**config.mk**
```make
export PLATFORM = sky130hd
export DESIGN_NAME = sys_matmul
export DESIGN_NICKNAME = d
export VERILOG_FILES = /design/src/rtl/mm_pkg.sv /design/src/rtl/mm_ctrl.sv /design/src/rtl/mm_skew.sv /design/src/rtl/mm_cell.sv /design/src/rtl/sys_matmul.sv
export SDC_FILE = /design/constraint.sdc
export NUM_CORES = 2
export LEC_CHECK = 0
export BUFFER_PORTS_ARGS = -buffer_cell sky130_fd_sc_hd__buf_2
export CAP_MARGIN = 10
export CORE_MARGIN = 4
export CORE_UTILIZATION = 40
export DETAILED_ROUTE_END_ITERATION = 7
export GPL_TIMING_DRIVEN = 1
export PLACE_DENSITY = 0.53
export SYNTH_ARGS = -nofsm -noshare
export SYNTH_HDL_FRONTEND = slang
export SYNTH_HIERARCHICAL = 1
export SYNTH_SLANG_ARGS = --single-unit
```
**constraint.sdc**
```tcl
create_clock -name clk -period 8.75 [get_ports clk]
set_input_delay 1.75 -clock clk [delete_from_list [all_inputs] [get_ports clk]]
set_output_delay 1.75 -clock clk [all_outputs]
set_load 0.01 [all_outputs]
```
**src/rtl/mm_pkg.sv**
```systemverilog
`timescale 1ns/1ps
package mm_pkg;

  typedef enum logic [1:0] {PH_IDLE, PH_RUN, PH_HOLD} phase_t;

  // accumulator bits: full product plus head-room for n additions
  function automatic int acc_bits(input int w, input int n);
    return 2 * w + $clog2(n);
  endfunction

  function automatic int idx_bits(input int n);
    return (n > 1) ? $clog2(n) : 1;
  endfunction

  // counter value during the final multiply-accumulate of the grid
  function automatic int last_step(input int n);
    return 3 * n - 3;
  endfunction

endpackage

```
**src/rtl/mm_ctrl.sv**
```systemverilog
`timescale 1ns/1ps
module mm_ctrl #(
  parameter int N = 4
) (
  input  logic clk,
  input  logic rst_n,
  input  logic start,
  output logic busy,
  output logic done,
  output logic feed_win,
  output logic last_mac
);
  import mm_pkg::*;

  localparam int CNT_W = $clog2(3 * N) + 1;
  localparam int LAST  = last_step(N);

  phase_t             phase;
  logic [CNT_W-1:0]   step;

  assign busy     = (phase == PH_RUN);
  assign done     = (phase == PH_HOLD);
  assign feed_win = busy && (step < CNT_W'(N));
  assign last_mac = busy && (step == CNT_W'(LAST));

  always_ff @(posedge clk or negedge rst_n) begin
    if (!rst_n) begin
      phase <= PH_IDLE;
      step  <= '0;
    end else if (start) begin
      phase <= PH_RUN;
      step  <= '0;
    end else if (busy) begin
      if (last_mac) phase <= PH_HOLD;
      step <= step + 1'b1;
    end
  end

endmodule

```
**src/rtl/mm_skew.sv**
```systemverilog
`timescale 1ns/1ps
module mm_skew #(
  parameter int W     = 8,
  parameter int DEPTH = 1
) (
  input  logic                clk,
  input  logic                rst_n,
  input  logic                clr,
  input  logic signed [W-1:0] din,
  output logic signed [W-1:0] dout
);

  logic signed [W-1:0] sr [DEPTH];

  always_ff @(posedge clk or negedge rst_n) begin
    if (!rst_n) begin
      for (int s = 0; s < DEPTH; s++) sr[s] <= '0;
    end else if (clr) begin
      for (int s = 0; s < DEPTH; s++) sr[s] <= '0;
    end else begin
      sr[0] <= din;
      for (int s = 1; s < DEPTH; s++) sr[s] <= sr[s-1];
    end
  end

  assign dout = sr[DEPTH-1];

endmodule

```
**src/rtl/mm_cell.sv**
```systemverilog
`timescale 1ns/1ps
module mm_cell #(
  parameter int W     = 8,
  parameter int ACC_W = 18
) (
  input  logic                    clk,
  input  logic                    rst_n,
  input  logic                    clr,
  input  logic                    en,
  input  logic signed [W-1:0]     a_in,
  input  logic signed [W-1:0]     b_in,
  output logic signed [ACC_W-1:0] acc
);

  function automatic logic signed [ACC_W-1:0] mac(
    input logic signed [ACC_W-1:0] s,
    input logic signed [W-1:0]     x,
    input logic signed [W-1:0]     y
  );
    logic signed [2*W-1:0] p;
    p = x * y;
    return s + {{(ACC_W - 2 * W){p[2*W-1]}}, p};
  endfunction

  always_ff @(posedge clk or negedge rst_n) begin
    if (!rst_n)   acc <= '0;
    else if (clr) acc <= '0;
    else if (en)  acc <= mac(acc, a_in, b_in);
  end

endmodule

```
**src/rtl/sys_matmul.sv**
```systemverilog
`timescale 1ns/1ps
module sys_matmul #(
  parameter int N = 4,
  parameter int W = 8
) (
  input  logic                                       clk,
  input  logic                                       rst_n,
  input  logic                                       start,
  input  logic [N*W-1:0]                             a_row,
  input  logic [N*W-1:0]                             b_col,
  output logic                                       done,
  input  logic [mm_pkg::idx_bits(N)-1:0]             rd_row,
  input  logic [mm_pkg::idx_bits(N)-1:0]             rd_col,
  output logic signed [mm_pkg::acc_bits(W, N)-1:0]   rd_data
);
  import mm_pkg::*;

  localparam int ACC_W = acc_bits(W, N);

  // named control events, also seen by the bound checker
  logic busy, feed_win, last_mac;

  logic signed [W-1:0]     a_lane [N];
  logic signed [W-1:0]     b_lane [N];
  logic signed [W-1:0]     a_sk   [N];
  logic signed [W-1:0]     b_sk   [N];
  logic signed [W-1:0]     a_p    [N][N-1];
  logic signed [W-1:0]     b_p    [N-1][N];
  logic signed [ACC_W-1:0] acc_a  [N][N];
  logic [N*N*ACC_W-1:0]    acc_flat;

  mm_ctrl #(.N(N)) u_ctrl (
    .clk      (clk),
    .rst_n    (rst_n),
    .start    (start),
    .busy     (busy),
    .done     (done),
    .feed_win (feed_win),
    .last_mac (last_mac)
  );

  // zero the edge inputs outside the operand window
  always_comb begin
    for (int i = 0; i < N; i++) begin
      a_lane[i] = feed_win ? a_row[i*W +: W] : '0;
      b_lane[i] = feed_win ? b_col[i*W +: W] : '0;
    end
  end

  // lane i is staggered by i cycles
  for (genvar i = 0; i < N; i++) begin : g_skew
    if (i == 0) begin : g_direct
      assign a_sk[i] = a_lane[i];
      assign b_sk[i] = b_lane[i];
    end else begin : g_delay
      logic signed [W-1:0] a_d, b_d;
      mm_skew #(.W(W), .DEPTH(i)) u_a_skew (
        .clk(clk), .rst_n(rst_n), .clr(start), .din(a_lane[i]), .dout(a_d)
      );
      mm_skew #(.W(W), .DEPTH(i)) u_b_skew (
        .clk(clk), .rst_n(rst_n), .clr(start), .din(b_lane[i]), .dout(b_d)
      );
      assign a_sk[i] = a_d;
      assign b_sk[i] = b_d;
    end
  end

  for (genvar r = 0; r < N; r++) begin : g_row
    for (genvar c = 0; c < N; c++) begin : g_col
      logic signed [W-1:0]     a_in_w, b_in_w;
      logic signed [ACC_W-1:0] acc_w;

      if (c == 0) begin : g_a_edge
        assign a_in_w = a_sk[r];
      end else begin : g_a_nb
        assign a_in_w = a_p[r][c-1];
      end

      if (r == 0) begin : g_b_edge
        assign b_in_w = b_sk[c];
      end else begin : g_b_nb
        assign b_in_w = b_p[r-1][c];
      end

      mm_cell #(.W(W), .ACC_W(ACC_W)) u_cell (
        .clk   (clk),
        .rst_n (rst_n),
        .clr   (start),
        .en    (busy),
        .a_in  (a_in_w),
        .b_in  (b_in_w),
        .acc   (acc_w)
      );

      // operand pipeline register toward the right neighbour
      if (c < N - 1) begin : g_pass_a
        logic signed [W-1:0] a_q;
        always_ff @(posedge clk or negedge rst_n) begin
          if (!rst_n)     a_q <= '0;
          else if (start) a_q <= '0;
          else            a_q <= a_in_w;
        end
        assign a_p[r][c] = a_q;
      end

      // operand pipeline register toward the cell below
      if (r < N - 1) begin : g_pass_b
        logic signed [W-1:0] b_q;
        always_ff @(posedge clk or negedge rst_n) begin
          if (!rst_n)     b_q <= '0;
          else if (start) b_q <= '0;
          else            b_q <= b_in_w;
        end
        assign b_p[r][c] = b_q;
      end

      assign acc_a[r][c] = acc_w;
      assign acc_flat[(r*N + c)*ACC_W +: ACC_W] = acc_w;
    end
  end

  assign rd_data = acc_a[rd_row][rd_col];

endmodule

```
==> results_dict.tcl <==
set metrics [dict create \
    cts_buffers 80 \
    place_congestion 0.8587 \
    post_cts_buffers 0 \
    switching_share_pct 38.79 \
    postCtsResizedCells 0 \
    placed_area_sq_um 80410 \
    antenna_found_initial 4 \
    critPathMaxFanout 42 \
    htreeDepth 3 \
    via_per_inst 5.132 \
    syn_inst 8276 \
    seq_power_share_pct 26.9 \
    crit_start "u_ctrl/phase[1]" \
    rows 161 \
    clk_latency_ns 0.71 \
    wl_microns 198000 \
    setup-violations-final 0 \
    period_share_pct 85.11 \
    arrival_ns 8.01 \
    start_kind "flop" \
    outcome "complete, no violations" \
    crit_family "simple AND/OR/NAND/NOR gates" \
    drive_gt1_share_pct 6.189 \
    die_x_microns 448 \
    post_drt_wl_per_cell_microns 18.16 \
    cp_common_cell "fa_1" \
    final_cell_area_sq_um 83330 \
    cpMaxStageDelayCell "fa_1" \
    power_density_nw_per_um2 151.3 \
    crit_cells 28 \
    critPathKind "flop to flop" \
    r2r_end "g_row[0].g_col[0].u_cell/acc[17]" \
    track_usage_pct 20.19 \
    multi_input_area_sq_um 56290 \
    max_freq_mhz 134.3 \
    synth_area_sq_um 77440 \
    die-area_sq_um 200700 \
    route.detailed.drc 0 \
    holdCritPathClass "flop to flop" \
    power.leakage_nw 43.26 \
    vias 55942 \
    rr_worst_depth 28 \
    grt_pass1_wl_microns 323400 \
    ant_nets 0 \
    io_pins 90 \
    post-dp-hpwl_microns 159200 \
    path_clk_slew_ns 0.06 \
    cts_hold_buf 0 \
    start_util_pct 40.21 \
    grt_max_degree 163 \
    port-buffer-count 89 \
    regArea_sq_um 14590 \
    tritoncts "built" \
    r2r_slack_ns 1.30 \
    die_y_microns 448 \
    rsz0062_at_grt "no" \
    avgSynthCellArea_sq_um 9.357 \
    worstMarginPinSlew_ns 1.205 \
    peakVddDrop_uv 323.0 \
    clock_sinks 583 \
    dr.pass1.iters 5 \
    grt.overflow.total 0 \
    period_needed_ns 7.447 \
    ys_warn_count 6 \
    rr_startpoint "u_ctrl/phase[1]" \
    end_kind "flop" \
    worstSetupEndpoint "g_row[0].g_col[0].u_cell/acc[17]" \
    synth_nets 9981 \
    p_clk_share_pct 28.8 \
    p_int_w 0.007715 \
    first_iter_violations 3009 \
    grt_pass1_vias 59162 \
    fin_nets 10009 \
    fillers 18908 \
    crit_required_ns 9.32 \
    area_delta_synth_final_pct 7.611 \
    finalSetupTns_ns 0 \
    clk_path_buf_depth 3 \
    p_switching_w 0.004890 \
    relSlewSlack_pct 19.34 \
    maxCapViolations 0 \
    critPathMaxStageDelay_ns 0.55 \
    core-area_sq_um 192600 \
    finClkSkew_ns 0.03284 \
    cts_root_buf "clkbuf_16" \
    finalMaxSlewViolations 0 \
    crit_buf_inv 3 \
    combPwrFrac_pct 44.3 \
    hold_violations 0 \
]
==> how the worst min path moves through the flow <==
stage	start	end	slack [ns]	cells past startpoint
2_1_floorplan	g_skew[3].g_delay.u_a_skew/sr[8]	g_skew[3].g_delay.u_a_skew/dout[0]	0.43	1
3_3_place_gp	g_skew[3].g_delay.u_a_skew/sr[8]	g_skew[3].g_delay.u_a_skew/dout[0]	0.45	1
3_5_place_dp	g_skew[3].g_delay.u_a_skew/sr[8]	g_skew[3].g_delay.u_a_skew/dout[0]	0.44	1
4_1_cts	g_skew[3].g_delay.u_a_skew/sr[8]	g_skew[3].g_delay.u_a_skew/dout[0]	0.46	1
5_1_grt	g_skew[3].g_delay.u_b_skew/sr[8]	g_skew[3].g_delay.u_b_skew/dout[0]	0.47	1
6_report	g_skew[3].g_delay.u_a_skew/sr[8]	g_skew[3].g_delay.u_a_skew/dout[0]	0.45	1
==> power groups by stage <==
stage / clock, W / combinational, W / sequential (W)
final: 0.00363 / 0.00558 / 0.00339
after global routing: 0.00384 / 0.00635 / 0.00342
after CTS: 0.00375 / 0.00561 / 0.00341
after detailed placement: 0 / 0.00558 / 0.00345
after global placement: 0 / 0.00549 / 0.00345
after floorplan: 0 / 0.00450 / 0.00316
==> state kept, by name (all words and copies together) (netlist names) <==
register                      count
g_skew.g_delay.u_b_skew/dout     24
g_skew.g_delay.u_a_skew/sr       24
g_skew.g_delay.u_b_skew/sr       24
g_row.g_col.g_pass_b.b_q         96
g_skew.g_delay.u_a_skew/dout     24
g_row.g_col.g_pass_a.a_q         96
u_ctrl/step                       5
g_row.g_col.u_cell/acc          288
u_ctrl/phase                      2
==> placed cells by master, fill, tap and decap left out, types with 49 or more instances in the layout <==
cell / n
nand3_1: 72
mux4_2: 50
a22oi_1: 49
a21o_1: 113
o21ai_0: 195
mux2i_1: 136
nor3_1: 133
and2_1: 749
nand2b_1: 77
inv_1: 1499
nand2_1: 437
o21ai_1: 57
clkbuf_16: 81
nand4_1: 54
ha_1: 738
o21bai_1: 52
dfrtp_1: 583
nor2_1: 490
a211oi_1: 53
fa_1: 896
a21oi_1: 253
nor2b_1: 305
buf_2: 86
xnor2_1: 286
xor2_1: 108
==> area by class of cell <==
cell class	count	area share, %
Antenna cell	5	0.01501
Sequential cell	583	17.51
Clock inverter	46	0.7852
Multi-Input combinational cell	6029	67.55
Tap cell	2526	3.793
Inverter	1500	6.756
Clock buffer	102	2.707
Timing Repair Buffer	110	0.8858
==> per-stage QoR <==
stage	worst slack (ns)	hold WS (ns)	power, W	utilization (%)	cells
floorplan	1.317	0.4327	0.007663	-	8276
global placement	0.7667	0.4470	0.008940	41.76	10748
detailed placement	0.7387	0.4443	0.009038	41.76	10748
CTS	1.225	0.4565	0.01277	43.27	10896
global route	0.6488	0.4705	0.01361	43.27	10897
finish	1.303	0.4516	0.01260	43.27	10901
==> metal layers <==
layer	track usage, %	wire length [microns]	vias up
met3	2.259	6205	270
met1	25.86	85940	27911
met2	35.30	97840	816
met5	0	0	-
met4	7.198	7977	0
li1	-	-	26945
(Power assumes the default switching activity.)
